==> config.mk <==
export PLATFORM = sky130hd
export DESIGN_NAME = vme_rd_master
export DESIGN_NICKNAME = d
export VERILOG_FILES = /design/src/rtl/vme_rd_pkg.sv /design/src/rtl/vme_rd_sync.sv /design/src/rtl/vme_rd_cnt.sv /design/src/rtl/vme_rd_lane.sv /design/src/rtl/vme_rd_extract.sv /design/src/rtl/vme_rd_master.sv
export SDC_FILE = /design/constraint.sdc
export NUM_CORES = 1
export LEC_CHECK = 0
export BUFFER_PORTS_ARGS = -buffer_cell sky130_fd_sc_hd__buf_4
export CAP_MARGIN = 20
export CELL_PAD_IN_SITES_DETAIL_PLACEMENT = 1
export CELL_PAD_IN_SITES_GLOBAL_PLACEMENT = 2
export CORE_MARGIN = 2
export CORE_UTILIZATION = 31
export CTS_CLUSTER_DIAMETER = 40
export DETAILED_ROUTE_END_ITERATION = 10
export PLACE_DENSITY_LB_ADDON = 0.1
export SLEW_MARGIN = 20
export SYNTH_ARGS = -nofsm -noshare
export SYNTH_HDL_FRONTEND = slang
export SYNTH_SLANG_ARGS = --single-unit
==> constraint.sdc <==
create_clock -name clk_i -period 2 [get_ports clk_i]
set_clock_uncertainty 0.2 [all_clocks]
set_input_delay 0.4 -clock clk_i [delete_from_list [all_inputs] [get_ports clk_i]]
set_output_delay 0.4 -clock clk_i [all_outputs]
set_load 0.1 [all_outputs]
==> src/rtl/vme_rd_pkg.sv <==
package vme_rd_pkg;
  typedef enum logic [1:0] {
    SZ_B = 2'b00,
    SZ_H = 2'b01,
    SZ_W = 2'b10,
    SZ_X = 2'b11
  } rd_size_e;

  typedef enum logic [2:0] {
    ST_IDLE,
    ST_SETUP,
    ST_WCLR,
    ST_STRB,
    ST_FIN
  } rd_state_e;
endpackage

==> src/rtl/vme_rd_sync.sv <==
module vme_rd_sync #(
  parameter int W = 1,
  parameter logic [W-1:0] RST_VAL = '0
) (
  input  logic         clk_i,
  input  logic         rst_ni,
  input  logic [W-1:0] d_i,
  output logic [W-1:0] q_o
);
  logic [W-1:0] s1_q, s2_q;

  always_ff @(posedge clk_i or negedge rst_ni) begin
    if (!rst_ni) begin
      s1_q <= RST_VAL;
      s2_q <= RST_VAL;
    end else begin
      s1_q <= d_i;
      s2_q <= s1_q;
    end
  end

  assign q_o = s2_q;
endmodule

==> src/rtl/vme_rd_cnt.sv <==
module vme_rd_cnt #(
  parameter int W = 8
) (
  input  logic         clk_i,
  input  logic         rst_ni,
  input  logic         clr_i,
  output logic [W-1:0] q_o
);
  always_ff @(posedge clk_i or negedge rst_ni) begin
    if (!rst_ni)    q_o <= '0;
    else if (clr_i) q_o <= '0;
    else            q_o <= q_o + 1'b1;
  end
endmodule

==> src/rtl/vme_rd_lane.sv <==
module vme_rd_lane
  import vme_rd_pkg::*;
(
  input  rd_size_e   size_i,
  input  logic [1:0] ofs_i,
  output logic [1:0] ds_n_o,
  output logic       lword_n_o,
  output logic       bad_o
);
  always_comb begin
    ds_n_o    = 2'b11;
    lword_n_o = 1'b1;
    bad_o     = 1'b0;
    unique case (size_i)
      SZ_B: ds_n_o = ofs_i[0] ? 2'b10 : 2'b01;
      SZ_H: begin
        ds_n_o = 2'b00;
        bad_o  = ofs_i[0];
      end
      SZ_W: begin
        ds_n_o    = 2'b00;
        lword_n_o = 1'b0;
        bad_o     = |ofs_i;
      end
      default: bad_o = 1'b1;
    endcase
  end
endmodule

==> src/rtl/vme_rd_extract.sv <==
module vme_rd_extract
  import vme_rd_pkg::*;
#(
  parameter int DW = 32
) (
  input  rd_size_e        size_i,
  input  logic            a0_i,
  input  logic [DW-1:0]   data_i,
  output logic [DW-1:0]   data_o
);
  always_comb begin
    data_o = '0;
    unique case (size_i)
      SZ_B:    data_o[7:0]  = a0_i ? data_i[7:0] : data_i[15:8];
      SZ_H:    data_o[15:0] = data_i[15:0];
      SZ_W:    data_o       = data_i;
      default: data_o       = '0;
    endcase
  end
endmodule

==> src/rtl/vme_rd_master.sv <==
module vme_rd_master
  import vme_rd_pkg::*;
#(
  parameter int AW          = 32,
  parameter int DW          = 32,
  parameter int AMW         = 6,
  parameter int SETUP_CYC   = 4,
  parameter int TIMEOUT_CYC = 64
) (
  input  logic           clk_i,
  input  logic           rst_ni,
  input  logic           req_valid_i,
  input  logic [AW-1:0]  req_addr_i,
  input  logic [AMW-1:0] req_am_i,
  input  logic [1:0]     req_size_i,
  output logic           rsp_done_o,
  output logic           rsp_err_o,
  output logic [DW-1:0]  rsp_data_o,
  output logic [AW-2:0]  vme_addr_o,
  output logic [AMW-1:0] vme_am_o,
  output logic           vme_iack_n_o,
  output logic           vme_lword_n_o,
  output logic           vme_write_n_o,
  output logic           vme_as_n_o,
  output logic [1:0]     vme_ds_n_o,
  input  logic           vme_dtack_n_i,
  input  logic           vme_dtack_oe_i,
  input  logic           vme_berr_i,
  input  logic [DW-1:0]  vme_data_i
);
  localparam int MAXC = (SETUP_CYC > TIMEOUT_CYC) ? SETUP_CYC : TIMEOUT_CYC;
  localparam int CW   = $clog2(MAXC + 1);
  localparam int SW   = DW + 3;

  rd_state_e      state_q;
  logic [AW-2:0]  addr_q;
  logic [AMW-1:0] am_q;
  logic           lword_q, as_n_q, a0_q, err_q;
  logic [1:0]     ds_n_q, ds_sel_q;
  rd_size_e       size_q;
  logic [DW-1:0]  data_q;

  logic [DW-1:0]  data_s, ext_data;
  logic           dtack_n_s, oe_s, berr_s;
  logic [1:0]     req_ds_n;
  logic           req_lword_n, req_bad;
  logic [CW-1:0]  cnt;
  logic           cnt_clr, setup_end, to_end, ack;

  vme_rd_sync #(.W(SW), .RST_VAL({1'b1, {(SW-1){1'b0}}})) u_sync (
    .clk_i (clk_i),
    .rst_ni(rst_ni),
    .d_i   ({vme_dtack_n_i, vme_dtack_oe_i, vme_berr_i, vme_data_i}),
    .q_o   ({dtack_n_s, oe_s, berr_s, data_s})
  );

  vme_rd_lane u_lane (
    .size_i   (rd_size_e'(req_size_i)),
    .ofs_i    (req_addr_i[1:0]),
    .ds_n_o   (req_ds_n),
    .lword_n_o(req_lword_n),
    .bad_o    (req_bad)
  );

  vme_rd_extract #(.DW(DW)) u_ext (
    .size_i(size_q),
    .a0_i  (a0_q),
    .data_i(data_s),
    .data_o(ext_data)
  );

  vme_rd_cnt #(.W(CW)) u_cnt (
    .clk_i (clk_i),
    .rst_ni(rst_ni),
    .clr_i (cnt_clr),
    .q_o   (cnt)
  );

  assign setup_end = (cnt == CW'(SETUP_CYC - 1));
  assign to_end    = (cnt == CW'(TIMEOUT_CYC - 1));
  assign ack       = oe_s & ~dtack_n_s;
  assign cnt_clr   = (state_q == ST_IDLE) || ((state_q == ST_SETUP) && setup_end);

  always_ff @(posedge clk_i or negedge rst_ni) begin
    if (!rst_ni) begin
      state_q  <= ST_IDLE;
      addr_q   <= '0;
      am_q     <= '0;
      lword_q  <= 1'b1;
      as_n_q   <= 1'b1;
      ds_n_q   <= 2'b11;
      ds_sel_q <= 2'b11;
      size_q   <= SZ_B;
      a0_q     <= 1'b0;
      err_q    <= 1'b0;
      data_q   <= '0;
    end else begin
      unique case (state_q)
        ST_IDLE: if (req_valid_i) begin
          if (req_bad) begin
            err_q   <= 1'b1;
            data_q  <= '0;
            state_q <= ST_FIN;
          end else begin
            addr_q   <= req_addr_i[AW-1:1];
            am_q     <= req_am_i;
            lword_q  <= req_lword_n;
            ds_sel_q <= req_ds_n;
            size_q   <= rd_size_e'(req_size_i);
            a0_q     <= req_addr_i[0];
            state_q  <= ST_SETUP;
          end
        end
        ST_SETUP: if (setup_end) begin
          as_n_q  <= 1'b0;
          state_q <= ST_WCLR;
        end
        ST_WCLR: begin
          if (to_end) begin
            as_n_q  <= 1'b1;
            lword_q <= 1'b1;
            err_q   <= 1'b1;
            data_q  <= '0;
            state_q <= ST_FIN;
          end else if (!oe_s && !berr_s) begin
            ds_n_q  <= ds_sel_q;
            state_q <= ST_STRB;
          end
        end
        ST_STRB: begin
          if (ack || to_end) begin
            as_n_q  <= 1'b1;
            ds_n_q  <= 2'b11;
            lword_q <= 1'b1;
            err_q   <= ~ack;
            data_q  <= ack ? ext_data : '0;
            state_q <= ST_FIN;
          end
        end
        ST_FIN:  state_q <= ST_IDLE;
        default: state_q <= ST_IDLE;
      endcase
    end
  end

  assign rsp_done_o    = (state_q == ST_FIN);
  assign rsp_err_o     = err_q;
  assign rsp_data_o    = data_q;
  assign vme_addr_o    = addr_q;
  assign vme_am_o      = am_q;
  assign vme_iack_n_o  = 1'b1;
  assign vme_write_n_o = 1'b1;
  assign vme_lword_n_o = lword_q;
  assign vme_as_n_o    = as_n_q;
  assign vme_ds_n_o    = ds_n_q;
endmodule

==> flow_summary.ini, run 1 <==
[status]
status = finished with violations
violations = setup timing

[setup_path]
r2r_setup_slack_ns = 0.01
cpMaxStageDelayCell = dfrtp_2
path_max_fanout = 3
cp.required_ns = 1.40
start_kind = flip-flop
crit_type = flip-flop to output port
endpoint_kind = output port
crit_top_cell = buf_12
cp_cell_sequence = buf_12 -> nor3_4 -> buf_12
slowest_delay_ns = 0.43
arrival_ns = 1.42

[place]
dpl.hpwl_um = 9080
port_buffers = 152
gp_congestion = 0.740
pre_cts_ws_ns = -0.168
place_area_um2 = 7090

[detailed_routing]
vias = 3782
firstDrtPassIters = 4
drc = 0
drt-total-wl_um = 13900
first_iter_violations = 150
wl_per_cell_um = 16.3
via_per_inst = 4.45
drtAntennaViolNets = 0

[logic_synthesis]
ys_types = 46
synthArstFlopShare_pct = 100
synth_top_area_share_pct = 68.8
synth_cells = 356
ys_seq_area_share_pct = 72.6
netlist_area_um2 = 5490
synth_flop_cell = dfrtp_1
ys_warn_count = 0
post-synth-top-count-cell = dfrtp_1
synth_area_leaders = dfrtp_1 69%, mux2_1 5.9%, dfstp_2 3.8%
synth_common_cells = 151 x dfrtp_1, 29 x mux2_1, 24 x a22o_1
ys_ff_latch = 159
synth-edff-count = 0
syn_area_per_cell_um2 = 15.4
yosysTopAreaCell = dfrtp_1

[finish]
n_antenna_cell = 0
fin_nets = 698
area_growth_pct = 53.9
design_area_um2 = 8450
drive_above_1_share_pct = 39.7
fillerInstances = 1761

[die]
die_area_um2 = 18800
core_area_um2 = 17300
fp-row-count = 48
ios = 155
start_util_pct = 31.8
die_w_um = 137
dieHeight_um = 137

[timing]
fin_ws_ns = -0.0246
fmax_mhz = 494
relSlewSlack_pct = 66.3
period_share_pct = 101
drv_slew = 0
fin_crit_ns = 2.02
setup_violations = 1
worst_pin_slew_ns = 0.504
final-hold-violation-count = 0
rsz0062_at_grt = true

[flow_run]
drv_cap = 0

[clock_tree]
cts_buffers = 17
cts_tree = yes
cts_root_buffer = clkbuf_16
clk_latency_ns = 0.42
cts.clk_slew.worst_paths_ns = 0.06
cts.sinks = 159
clockBufferDepth = 2
htree_num_levels = 4

[min_path]
hold_path.class = primary input to flip-flop

[grt]
grt_pass1_vias = 4361
antenna_found_initial = 0
grt_use_total_pct = 15.9
grt_max_degree = 50
overflow = 0
grt_pass1_wl_um = 22500
[metrics by stage]
stage                     hold WS (ns)  TNS [ns]  cells  utilization, %
after floorplan                -0.0956   -0.0264    357               -
after global placement           0.132     -4.14    740            41.0
after detailed placement         0.135     -6.61    740            41.0
after CTS                   0.00000738   -0.0947    850            48.8
after global routing           0.00673     -1.60    850            48.9
final                           0.0196   -0.0246    850            48.9
[worst max-delay path: cells and delay by family, from the launching register on]
family | cells | cell delay [ns]
simple gates | 1 | 0.23
flops | 1 | 0.43
buf+inv | 2 | 0.35
[cell type report]
cell class                      instances  area [um^2]  share of cell area, %
Clock buffer                           20          457                   5.40
Timing Repair Buffer                  254         2170                   25.7
Inverter                               12         45.0                  0.533
Tap cell                              225          282                   3.33
Sequential cell                       159         3990                   47.2
Multi-Input combinational cell        168         1410                   16.6
Clock inverter                         12          101                   1.20
[cells in the final DEF, fill, tap and decap left out, drive strengths merged, types with 8 or more instances in the layout]
master	instances
clkbuf	20
inv	18
dlygate4sd3	71
mux2	40
ha	8
o21ai	10
o2bb2ai	8
buf	183
dfrtp	151
nor2	14
a22o	24
a21oi	8
a22oi	8
dfstp	8
nand2	8
[final timing paths]
| kind | start | end | cells after the start |
|---|---|---|---|
| max in group asynchronous | rst_ni | u_sync.q_o[34] | 3 |
| min in group asynchronous | rst_ni | u_cnt.q_o[5] | 2 |
| hold reg to reg | u_sync.s1_q[10] | u_sync.q_o[10] | 0 |
| hold / removal | req_addr_i[27] | vme_addr_o[26] | 2 |
| setup reg to reg | state_q[1] | rsp_data_o[8] | 6 |
| setup / recovery | state_q[0] | rsp_done_o | 3 |
[registers in the layout, summed over array words and instances, names as in the netlist, 3 cells and up]
| name | cells |
|---|---|
| u_sync.q_o | 35 |
| u_sync.s1_q | 35 |
| rsp_data_o | 32 |
| vme_addr_o | 31 |
| u_cnt.q_o | 7 |
| vme_am_o | 6 |
| state_q | 3 |
[metal layers]
layer  up-vias  GRT usage, %  share of wire (%)
li1       1756             -                  -
met1      1917          19.7                 43
met2       102          25.8                 50
met3         7          6.00                6.2
met4         0          4.81               0.65
met5         -             0                  0
[kinds of logic (layout without fill, tap and decap cells)]
| group | count (synthesis) | count (layout) | share of synthesized area (%) |
|---|---|---|---|
| other | 1 | 2 | 0.0683 |
| XOR/XNOR | 4 | 4 | 0.638 |
| AO/OA/AOI/OAI | 68 | 68 | 9.38 |
| AND/OR/NAND/NOR | 46 | 46 | 4.60 |
| buffers and inverters | 30 | 298 | 2.69 |
| adder cells (fa/ha/maj) | 8 | 8 | 1.82 |
| multiplexers | 40 | 40 | 8.20 |
| flip-flops | 159 | 159 | 72.6 |
[repair_timing]
item / 4_1_cts / 5_1_grt
endpoints found under the hold margin: 102 / 0
gates resized for setup: 7 / 6
endpoints found under the setup margin: 17 / 66
setup buffers: 7 / 0
hold buffers: 71 / 0
pin swaps: 1 / 1
Power of run 1 is left out: the tool's default activity adds up to more than one toggle a clock period on the data nets, which glitch-free logic cannot reach.
==> run 2, diff against run 1 <==
--- a/config.mk
+++ b/config.mk
@@ -5,12 +5,14 @@
 export SDC_FILE = /design/constraint.sdc
 export NUM_CORES = 1
 export LEC_CHECK = 0
+export ABC_AREA = 1
+export ABC_CLOCK_PERIOD_IN_PS = 2000
 export BUFFER_PORTS_ARGS = -buffer_cell sky130_fd_sc_hd__buf_4
 export CAP_MARGIN = 20
 export CELL_PAD_IN_SITES_DETAIL_PLACEMENT = 1
 export CELL_PAD_IN_SITES_GLOBAL_PLACEMENT = 2
 export CORE_MARGIN = 2
-export CORE_UTILIZATION = 31
+export CORE_UTILIZATION = 29
 export CTS_CLUSTER_DIAMETER = 40
 export DETAILED_ROUTE_END_ITERATION = 10
 export PLACE_DENSITY_LB_ADDON = 0.1
==> run 2 against run 1 <==
Effect of this change:
- the flow now finishes without violations
- cell count increased by 27%
- setup slack improved by 0.046 ns
- flip-flop and latch count stayed put
- design area increased by 3.9%
- worst hold slack worse by 0.0023 ns
- first-iteration DRC count fell by 26%
- sequential share of layout area shrank 1.8 points
- die area up 13%
- utilization is 3.9 points lower
- critical path depth is the same
- non-clock buffer count is 3 higher
- maximum frequency rose by 2.3%
- critical endpoint unchanged
- largest cell class unchanged
==> flow_summary.ini, run 2 <==
[status]
status = finished, final reports clean

[setup_path]
slowest_delay_ns = 0.39
arrival_ns = 1.38
path_max_fanout = 4
crit_type = flip-flop to output port
r2r-start = u_cnt.q_o[0]
cpMaxStageDelayCell = dfrtp_1
critical_path.reg2reg.endpoint = rsp_data_o[18]
endpoint_kind = output port
rr_worst_depth = 9
cp_cell_sequence = buf_6 -> nor3_4 -> buf_12
start_kind = flip-flop
cp.required_ns = 1.40
r2r_setup_slack_ns = 0.15

[place]
port_buffers = 152
pre_cts_ws_ns = 0.0210
dpl.hpwl_um = 10900
dp.cells = 970
gp_congestion = 0.785

[grt]
antenna_found_initial = 0
grt_pass1_vias = 5342
grt_pass1_wl_um = 27300
grt_use_total_pct = 16.2
overflow = 0
grt_max_degree = 47

[clock_tree]
cts.clk_slew.worst_paths_ns = 0.06
clockBufferDepth = 2
cts_root_buffer = clkbuf_16
clk_latency_ns = 0.43
cts_buffers = 17
htree_num_levels = 4
cts_tree = yes
cts.sinks = 159

[min_path]
hold_path.class = primary input to flip-flop
min_from = req_addr_i[31]
whs_endpoint = vme_addr_o[30]
hold-path-cell-count = 3

[detailed_routing]
wl_per_cell_um = 15.2
drt-total-wl_um = 16500
drc = 0
firstDrtPassIters = 4
first_iter_violations = 111
vias = 4693
drtAntennaViolNets = 0
via_per_inst = 4.34

[timing]
fin_ws_ns = 0.0210
hold_slack_ns = 0.0174
setup_violations = 0
fin_setup_tns_ns = 0
rsz0062_at_grt = true
period_share_pct = 98.9
drv_slew = 0
fmax_mhz = 505
fin_crit_ns = 1.98
final-hold-violation-count = 0

[logic_synthesis]
yosysTopAreaCell = dfrtp_1
ys_types = 32
synth-edff-count = 0
ys_ff_latch = 159
synth_common_cells = 190 x nand2_1, 151 x dfrtp_1, 50 x o21ai_0
netlist_area_um2 = 5800
synth_area_leaders = dfrtp_1 65%, nand2_1 12%, o21ai_0 4.3%
synth_flop_cell = dfrtp_1
synth_cells = 550
synthArstFlopShare_pct = 100
syn_area_per_cell_um2 = 10.6
synth_top_area_share_pct = 65.1
ys_seq_area_share_pct = 68.7
ys_warn_count = 0
post-synth-top-count-cell = nand2_1

[die]
fp-row-count = 51
die_area_um2 = 21200
start_util_pct = 29.7
die_w_um = 145
dieHeight_um = 145
ios = 155
core_area_um2 = 19500

[finish]
final_cell_mix = 189 x nand2_1, 176 x buf_4, 151 x dfrtp_1
area_growth_pct = 51.4
final_common_cell = nand2_1
n_antenna_cell = 0
fillerInstances = 2219
fin_nets = 890
drive_above_1_share_pct = 29.1
finalNonFillerCells = 1082

[power_and_ir_drop]
p_per_area_nw_per_um2 = 1650
ir_worst_vdd_uv = 1620
power_leakage_uw = 0.00450
finalPower_uw = 14500

[flow_run]
drv_cap = 0
[run 2: cell count changes in the layout (fill, tap and decap cells not counted), sizes merged, moves of 4 or more]
cell | before | now
nor2 | 14 | 21
mux2 | 40 | 0
nand2 | 8 | 192
a22oi | 8 | 0
o21ai | 10 | 58
inv | 18 | 38
o2bb2ai | 8 | 0
clkinv | 4 | 8
a22o | 24 | 0
nand3 | 4 | 43
[run 2: per-stage QoR]
stage	utilization, %	area (um^2)
2_1_floorplan	-	5820
3_3_place_gp	37.9	7390
3_5_place_dp	37.9	7390
4_1_cts	44.7	8730
5_1_grt	45.0	8790
6_report	45.0	8790
[run 2: layer usage]
layer,routed length [um],track usage (%),part of all wire [%]
met1,7090,19.5,43
met5,0,0,0
met3,954,5.39,5.8
met2,8200,27.5,50
met4,236,5.15,1.4
[run 2: layout make-up]
cell class	instances	area [um^2]	share of cell area, %
Tap cell	265	332	3.77
Clock inverter	15	165	1.88
Inverter	31	116	1.32
Multi-Input combinational cell	338	1550	17.7
Clock buffer	17	425	4.84
Sequential cell	159	3990	45.4
Timing Repair Buffer	257	2210	25.1
[run 2: cells by family after synthesis]
kind of cell,count (synthesis),synth area share (%)
xor gates and xnor gates,1,0.151
adders and majority gates,8,1.72
other,1,0.0646
DFF,159,68.7
AOI/OAI and AO/OA,64,5.76
buffers and inverters,54,4.83
and+or+nand+nor,263,18.8
[run 2: how the worst max path moves through the flow]
stage,end,depth (start not counted),startpoint,slack (ns)
after floorplan,rsp_done_o,1,state_q[0],0.13
after global placement,size_q[1],9,req_size_i[1],0.07
after detailed placement,vme_addr_o[14],8,req_size_i[0],0.02
after CTS,rsp_done_o,3,state_q[1],-0.01
after global routing,rsp_done_o,3,state_q[0],-0.04
final,rsp_done_o,3,state_q[0],0.02
[run 2: repair_timing]
action                                  in CTS  in global routing
hold buffers                                71                  0
hold endpoints to repair                    99                  0
setup buffers                                3                  6
resized for setup                            4                  3
pin swaps                                    1                  2
endpoints found under the setup margin       1                 35
[run 2: critical path: cells and delay by family, from the launching register on]
family                 cells  cell delay, ns
buffers and inverters      2            0.34
DFF                        1            0.39
and+or+nand+nor            1            0.23
[run 2: power breakdown]
part           leakage (uW)  switching, uW  internal, uW
Combinational       0.00224           5250          1700
Clock              0.000292           1540          1680
Sequential          0.00197            394          3900
Power figures use the tool's default switching activity.
